### src/rtl/cdm_pkg.sv
// Package cdm_pkg: shared mode encoding and sync-class codes for the
// continuous data mode controller. Assumes the upstream matcher already
// priority-encodes its result into one of the class codes below.
package cdm_pkg;

    typedef enum logic [2:0] {
        MODE_IDLE = 3'd0,
        MODE_PRE  = 3'd1,
        MODE_DATA = 3'd2,
        MODE_CONT = 3'd3,
        MODE_FADE = 3'd4
    } cdm_mode_e;

    localparam logic [2:0] CLS_NONE = 3'd0;
    localparam logic [2:0] CLS_PRE  = 3'd1;
    localparam logic [2:0] CLS_STD  = 3'd2;
    localparam logic [2:0] CLS_CONT = 3'd3;
    localparam logic [2:0] CLS_NONC = 3'd4;

    localparam int HDR_BYTE_W = 8;
    localparam int HDR_BYTES  = 3;

endpackage

### src/rtl/cdm_mode_fsm.sv
// Module cdm_mode_fsm: mode state machine. Decides the next mode from the
// off request, forced termination and sync class, and flags entry into and
// sync-driven stays in continuous-data mode. Assumes sync_stb is one cycle.
module cdm_mode_fsm
    import cdm_pkg::*;
(
    input  logic       clk,
    input  logic       rst_n,
    input  logic       power_on,
    input  logic       off_req,
    input  logic       sync_stb,
    input  logic [2:0] sync_cls,
    input  logic       force_term,
    output cdm_mode_e  mode,
    output logic       enter_cont,
    output logic       stay_sync,
    output logic       term_wr
);

    cdm_mode_e nxt;
    logic      hit_pre;
    logic      hit_data;
    logic      hit_cont;

    // Decode the strobed class into the three events that move the mode.
    always_comb begin
        hit_pre  = sync_stb && (sync_cls == CLS_PRE);
        hit_data = sync_stb && ((sync_cls == CLS_STD) || (sync_cls == CLS_NONC));
        hit_cont = sync_stb && (sync_cls == CLS_CONT);
    end

    // Next-mode selection; off wins, then forced termination, then sync class.
    always_comb begin
        nxt = mode;
        if (off_req) begin
            nxt = MODE_IDLE;
        end else begin
            case (mode)
                MODE_IDLE: if (power_on) nxt = MODE_PRE;
                MODE_CONT: begin
                    if (force_term)    nxt = MODE_FADE;
                    else if (hit_pre)  nxt = MODE_PRE;
                    else if (hit_data) nxt = MODE_DATA;
                end
                MODE_PRE, MODE_DATA, MODE_FADE: begin
                    if (hit_pre)       nxt = MODE_PRE;
                    else if (hit_data) nxt = MODE_DATA;
                    else if (hit_cont) nxt = MODE_CONT;
                end
                default: nxt = MODE_IDLE;
            endcase
        end
    end

    // Entry and stay flags used by the counter and header builder.
    always_comb begin
        enter_cont = (nxt == MODE_CONT) && (mode != MODE_CONT);
        stay_sync  = sync_stb && (mode == MODE_CONT) && (nxt == MODE_CONT);
    end

    // Mode register and terminator pulse.
    always_ff @(posedge clk) begin
        if (!rst_n) begin
            mode    <= MODE_IDLE;
            term_wr <= 1'b0;
        end else begin
            mode    <= nxt;
            term_wr <= !off_req && force_term && (mode == MODE_CONT);
        end
    end

endmodule

### src/rtl/cdm_cw_count.sv
// Module cdm_cw_count: counts code-words in continuous-data mode and fires
// the output trigger once per stay, at the first staying sync strobe after
// THRESH code-words. Assumes enter_cont and stay_sync come from the FSM.
module cdm_cw_count #(
    parameter int THRESH = 16
) (
    input  logic clk,
    input  logic rst_n,
    input  logic in_cont,
    input  logic enter_cont,
    input  logic cw_stb,
    input  logic stay_sync,
    output logic trig
);

    localparam int                CNT_W = $clog2(THRESH + 1);
    localparam logic [CNT_W-1:0]  LIMIT = CNT_W'(THRESH);

    logic [CNT_W-1:0] cnt;
    logic             started;

    // Trigger when the saturated count meets a staying sync for the first time.
    always_comb trig = stay_sync && (cnt == LIMIT) && !started;

    // Saturating code-word counter, cleared on entry.
    always_ff @(posedge clk) begin
        if (!rst_n) begin
            cnt <= '0;
        end else if (enter_cont) begin
            cnt <= '0;
        end else if (in_cont && cw_stb && (cnt != LIMIT)) begin
            cnt <= cnt + 1'b1;
        end
    end

    // One-shot flag so output starts only once per continuous stay.
    always_ff @(posedge clk) begin
        if (!rst_n) begin
            started <= 1'b0;
        end else if (enter_cont) begin
            started <= 1'b0;
        end else if (trig) begin
            started <= 1'b1;
        end
    end

endmodule

### src/rtl/cdm_hdr_build.sv
// Module cdm_hdr_build: latches the continuous-data sync identifier on entry
// and assembles the three-byte call header on the trigger. Assumes ERR_W >= 2
// so that a top error bit exists to clear for concatenated headers.
module cdm_hdr_build
    import cdm_pkg::*;
#(
    parameter int ID_W  = 3,
    parameter int FN_W  = 2,
    parameter int ERR_W = 3
) (
    input  logic                             clk,
    input  logic                             rst_n,
    input  logic                             enter_cont,
    input  logic [ID_W-1:0]                  sync_id,
    input  logic                             trig,
    input  logic [FN_W-1:0]                  addr_fn,
    input  logic [ERR_W-1:0]                 err_type,
    input  logic                             concat,
    output logic                             hdr_vld,
    output logic [HDR_BYTES*HDR_BYTE_W-1:0]  hdr
);

    localparam int HDR_W = HDR_BYTES * HDR_BYTE_W;

    logic [ID_W-1:0]  id_q;
    logic [ERR_W-1:0] err_eff;
    logic [HDR_W-1:0] hdr_nxt;

    // Error type with its top bit cleared for a concatenated header.
    always_comb begin
        err_eff          = err_type;
        err_eff[ERR_W-1] = err_type[ERR_W-1] & ~concat;
    end

    // Pack identifier, function bits and error type, one per byte.
    always_comb begin
        hdr_nxt = {{(HDR_BYTE_W-ID_W){1'b0}},  id_q,
                   {(HDR_BYTE_W-FN_W){1'b0}},  addr_fn,
                   {(HDR_BYTE_W-ERR_W){1'b0}}, err_eff};
    end

    // Identifier latch, loaded on entry to continuous-data mode.
    always_ff @(posedge clk) begin
        if (!rst_n)          id_q <= '0;
        else if (enter_cont) id_q <= sync_id;
    end

    // Header register and its valid pulse.
    always_ff @(posedge clk) begin
        if (!rst_n) begin
            hdr     <= '0;
            hdr_vld <= 1'b0;
        end else begin
            hdr_vld <= trig;
            if (trig) hdr <= hdr_nxt;
        end
    end

endmodule

### src/rtl/cdm_irq.sv
// Module cdm_irq: turns the trigger into a one-cycle interrupt pulse and a
// pending level held until the host acknowledges. A new trigger beats an ack.
module cdm_irq (
    input  logic clk,
    input  logic rst_n,
    input  logic trig,
    input  logic irq_ack,
    output logic irq,
    output logic irq_pend
);

    // Pulse and pending flag.
    always_ff @(posedge clk) begin
        if (!rst_n) begin
            irq      <= 1'b0;
            irq_pend <= 1'b0;
        end else begin
            irq <= trig;
            if (trig)         irq_pend <= 1'b1;
            else if (irq_ack) irq_pend <= 1'b0;
        end
    end

endmodule

### src/rtl/cdm_ctrl.sv
// Module cdm_ctrl: top of the continuous data mode controller. Wires the
// mode FSM, code-word counter, header builder and interrupt stage.
// Assumes all strobes are single-cycle and synchronous to clk.
module cdm_ctrl #(
    parameter int THRESH = 16,
    parameter int ID_W   = 3,
    parameter int FN_W   = 2,
    parameter int ERR_W  = 3
) (
    input  logic              clk,
    input  logic              rst_n,
    input  logic              power_on,
    input  logic              off_req,
    input  logic              sync_stb,
    input  logic [2:0]        sync_cls,
    input  logic [ID_W-1:0]   sync_id,
    input  logic              cw_stb,
    input  logic              force_term,
    input  logic [FN_W-1:0]   addr_fn,
    input  logic [ERR_W-1:0]  err_type,
    input  logic              concat,
    input  logic              irq_ack,
    output logic [2:0]        mode,
    output logic              irq,
    output logic              irq_pend,
    output logic              hdr_vld,
    output logic [23:0]       hdr,
    output logic              term_wr
);

    import cdm_pkg::*;

    cdm_mode_e mode_q;
    logic      enter_cont;
    logic      stay_sync;
    logic      trig;
    logic      in_cont;

    // Export the mode and flag the continuous state for the counter.
    always_comb begin
        mode    = mode_q;
        in_cont = (mode_q == MODE_CONT);
    end

    cdm_mode_fsm u_fsm (
        .clk        (clk),
        .rst_n      (rst_n),
        .power_on   (power_on),
        .off_req    (off_req),
        .sync_stb   (sync_stb),
        .sync_cls   (sync_cls),
        .force_term (force_term),
        .mode       (mode_q),
        .enter_cont (enter_cont),
        .stay_sync  (stay_sync),
        .term_wr    (term_wr)
    );

    cdm_cw_count #(.THRESH(THRESH)) u_cnt (
        .clk        (clk),
        .rst_n      (rst_n),
        .in_cont    (in_cont),
        .enter_cont (enter_cont),
        .cw_stb     (cw_stb),
        .stay_sync  (stay_sync),
        .trig       (trig)
    );

    cdm_hdr_build #(.ID_W(ID_W), .FN_W(FN_W), .ERR_W(ERR_W)) u_hdr (
        .clk        (clk),
        .rst_n      (rst_n),
        .enter_cont (enter_cont),
        .sync_id    (sync_id),
        .trig       (trig),
        .addr_fn    (addr_fn),
        .err_type   (err_type),
        .concat     (concat),
        .hdr_vld    (hdr_vld),
        .hdr        (hdr)
    );

    cdm_irq u_irq (
        .clk      (clk),
        .rst_n    (rst_n),
        .trig     (trig),
        .irq_ack  (irq_ack),
        .irq      (irq),
        .irq_pend (irq_pend)
    );

endmodule

### config.mk
export PLATFORM = sky130hd
export DESIGN_NAME = cdm_ctrl
export DESIGN_NICKNAME = d
export VERILOG_FILES = /design/src/rtl/cdm_pkg.sv /design/src/rtl/cdm_mode_fsm.sv /design/src/rtl/cdm_cw_count.sv /design/src/rtl/cdm_hdr_build.sv /design/src/rtl/cdm_irq.sv /design/src/rtl/cdm_ctrl.sv
export SDC_FILE = /design/constraint.sdc
export NUM_CORES = 1
export LEC_CHECK = 0
export BUFFER_PORTS_ARGS = -buffer_cell sky130_fd_sc_hd__clkbuf_2
export CAP_MARGIN = 0
export CELL_PAD_IN_SITES_DETAIL_PLACEMENT = 1
export CELL_PAD_IN_SITES_GLOBAL_PLACEMENT = 1
export CORE_MARGIN = 2
export CORE_UTILIZATION = 30
export DETAILED_ROUTE_END_ITERATION = 6
export HOLD_SLACK_MARGIN = 0.12
export PLACE_DENSITY_LB_ADDON = 0.2
export SLEW_MARGIN = 40
export SYNTH_ARGS = -nofsm -noshare
export SYNTH_HDL_FRONTEND = slang
export SYNTH_HIERARCHICAL = 1
export SYNTH_SLANG_ARGS = --single-unit
### constraint.sdc
create_clock -name clk -period 5.6 [get_ports clk]
set_input_delay 0.84 -clock clk [delete_from_list [all_inputs] [get_ports clk]]
set_output_delay 0.84 -clock clk [all_outputs]
set_load 0.05 [all_outputs]
==> flow_metrics.tcl <==
set metrics [dict create \
    status "finished, final reports clean" \
    path_cells "clkbuf_2 > a21o_1 > a211o_1 > a211o_1 > nor3_2 > nand2_1 > nor2_2 > mux2i_1 > nor2b_1" \
    antenna_found_initial 0 \
    cts_setup_buffers 0 \
    final_nets 197 \
    cts-htree-levels 1 \
    clock-root-buffer "clkbuf_8" \
    min_from "u_hdr/hdr[2]" \
    crit_path_end_kind "flop" \
    r2r_start "u_fsm/mode[1]" \
    via_per_inst 4.60 \
    cts_sinks 24 \
    cp.arrival_ns 2.85 \
    p_leak_nw 0.640 \
    cts_hold_buf 0 \
    cts_tree "built" \
    design.die.area_mm2 0.00491 \
    area.growth.synth_to_final_pct 15.4 \
    postLayoutCoreUtil 0.352 \
    io_pins 51 \
    coreArea_mm2 0.00429 \
    overflow 0 \
    cpPeakStageDelay_ns 0.50 \
    startpoint "force_term" \
    fin_cells 226 \
    die_x_um 70.1 \
    pwr-share-clk 0.408 \
    ctsResizeCount 0 \
    power_switching_mw 0.0926 \
    critPathRequiredTime_ns 5.76 \
    fin_setup_tns_ns 0 \
    fmax_mhz 372 \
    synthCells 142 \
    grt_pass1_vias 1087 \
    startpoint_type "input port" \
    cts-buffers-inserted 3 \
    swShare 0.250 \
    ys_seq_area_frac 0.367 \
    hold_viol 0 \
    rows 24 \
    final_common_cell "clkbuf_2" \
    setup_ws_ns 2.91 \
    dr.first_iter.drc_count 38 \
    powerDensity_mw_per_mm2 245 \
    cpMaxStageDelayCell "nor2_2" \
    drive_gt1_frac 0.253 \
    gp_congestion 0.765 \
    setup_viol 0 \
    dp.cells 222 \
    syn-cell-area_mm2 0.00131 \
    vias 1040 \
    grt_pass1_wl_mm 4.95 \
    cts_buffer_depth 2 \
    p_comb_frac 0.127 \
    finalPower_mw 0.370 \
    critical_path.max_fanout 12 \
    tightest_slew_ns 0.635 \
    cp_common_cell "a211o_1" \
    yosysWarnings 6 \
    skew_ns 0.00141 \
    post-place-ws_ns 2.63 \
    seqPwrFrac 0.465 \
    maxSlewHeadroom 0.576 \
    period_share 0.480 \
    routedWlPerCell_um 12.2 \
    grt_max_degree 20 \
    io_buffers 34 \
    dp_hpwl_mm 2.16 \
    ir_drop_uv 87.2 \
    drv_cap 0 \
    ant_nets 0 \
    rsz0062_at_grt "false" \
    drt-total-wl_mm 2.75 \
    critPathKind "in -> reg" \
    start_util 0.305 \
    slew_viol_final 0 \
    internal_power_mw 0.277 \
    n_antenna_cell 0 \
    yosysUniqueCellTypes 37 \
    ys_ff_latch 24 \
    layout_common_cells "clkbuf_2, dfxtp_1, conb_1" \
    first_pass_iters 3 \
    clk_pin_slew_worst_paths_ns 0.09 \
    reg2reg_slack_ns 3.10 \
    insertion_delay_ns 0.26 \
    drc 0 \
    track_usage 0.123 \
    die_h_um 70.1 \
    period_needed_ns 2.69 \
    hold_path_class "reg -> reg" \
    synth.avg_cell_area_um2 9.23 \
]
## flip-flops by register name, summed over array words and instances, names as in the netlist
signal	flops
u_cnt/cnt	5
u_hdr/hdr	8
u_cnt/started	1
u_fsm/term_wr	1
u_irq/irq_pend	1
u_hdr/hdr_vld	1
u_fsm/mode	3
u_hdr/id_q	3
u_irq/irq	1
## synth_stat cells (all sizes together)
master / count / area share
dfxtp: 24 / 0.37
buf: 21 / 0.13
nor2b: 13 / 0.068
mux2i: 11 / 0.084
nand2: 10 / 0.029
nor2: 6 / 0.017
o21ai: 6 / 0.023
a21oi: 5 / 0.019
nor3: 4 / 0.023
or3: 4 / 0.019
a21o: 3 / 0.017
and3b: 3 / 0.020
inv: 3 / 0.0086
nand3b: 3 / 0.017
a211o: 2 / 0.013
and2: 2 / 0.011
ha: 2 / 0.019
nand3: 2 / 0.0076
o211ai: 2 / 0.011
o21a: 2 / 0.011
o31ai: 2 / 0.011
xor2: 2 / 0.013
a221oi: 1 / 0.0067
a22oi: 1 / 0.0057
a32oi: 1 / 0.0067
and4b: 1 / 0.0076
and4bb: 1 / 0.012
conb: 1 / 0.0029
nand2b: 1 / 0.0048
nand4b: 1 / 0.0067
nor4: 1 / 0.0048
xnor2: 1 / 0.0067
## cell families after synthesis
| family | synth area share |
|---|---|
| xor+xnor | 0.0201 |
| fa+ha+maj | 0.0191 |
| compound gates | 0.126 |
| mux | 0.0841 |
| simple gates | 0.247 |
| buf+inv | 0.134 |
| flops | 0.367 |
| other cells | 0.00286 |
## per-layer routing
metal,wire length [um],vias up,part of all wire,GRT usage
li1,-,526,-,-
met1,1180,491,0.43,0.150
met2,1450,21,0.53,0.214
met3,95,2,0.035,0.0216
met4,25,0,0.0091,0.0513
met5,0,-,0,0
## critical path: cells and delay by family
| family | cells | cell delay (ns) |
|---|---|---|
| AND/OR/NAND/NOR | 4 | 0.86 |
| AO/OA/AOI/OAI | 3 | 0.75 |
| buffers and inverters | 1 | 0.10 |
| multiplexers | 1 | 0.28 |
## final timing paths
path                                 endpoint  cells past startpoint
worst max register to register  u_hdr/hdr[18]                      8
worst max-delay path            u_hdr/hdr[18]                      9
worst min register to register   u_hdr/hdr[2]                      2
worst min-delay path             u_hdr/hdr[2]                      2
## power groups by stage
stage / Sequential (mW) / Clock [mW] / Combinational, mW
detailed placement: 0.176 / 0 / 0.0470
CTS: 0.172 / 0.158 / 0.0472
global route: 0.172 / 0.165 / 0.0506
floorplan: 0.177 / 0 / 0.0438
global placement: 0.176 / 0 / 0.0464
finish: 0.172 / 0.151 / 0.0470
## per-stage QoR
step / hold slack (ns) / instance area [um2]
after global placement: 0.462 / 1440
final: 0.489 / 1510
after global routing: 0.511 / 1510
after detailed placement: 0.483 / 1440
after floorplan: 0.437 / 1370
after CTS: 0.498 / 1510
## area by class of cell
cell class                 count  area [um2]
multi-input combinational    109         713
timing repair buffer          34         170
clock inverter                 1        30.0
fill                         529        2780
sequential                    24         480
clock buffer                   3        41.3
inverter                       3        11.3
tap                           52        65.1
(Power assumes the default switching activity.)
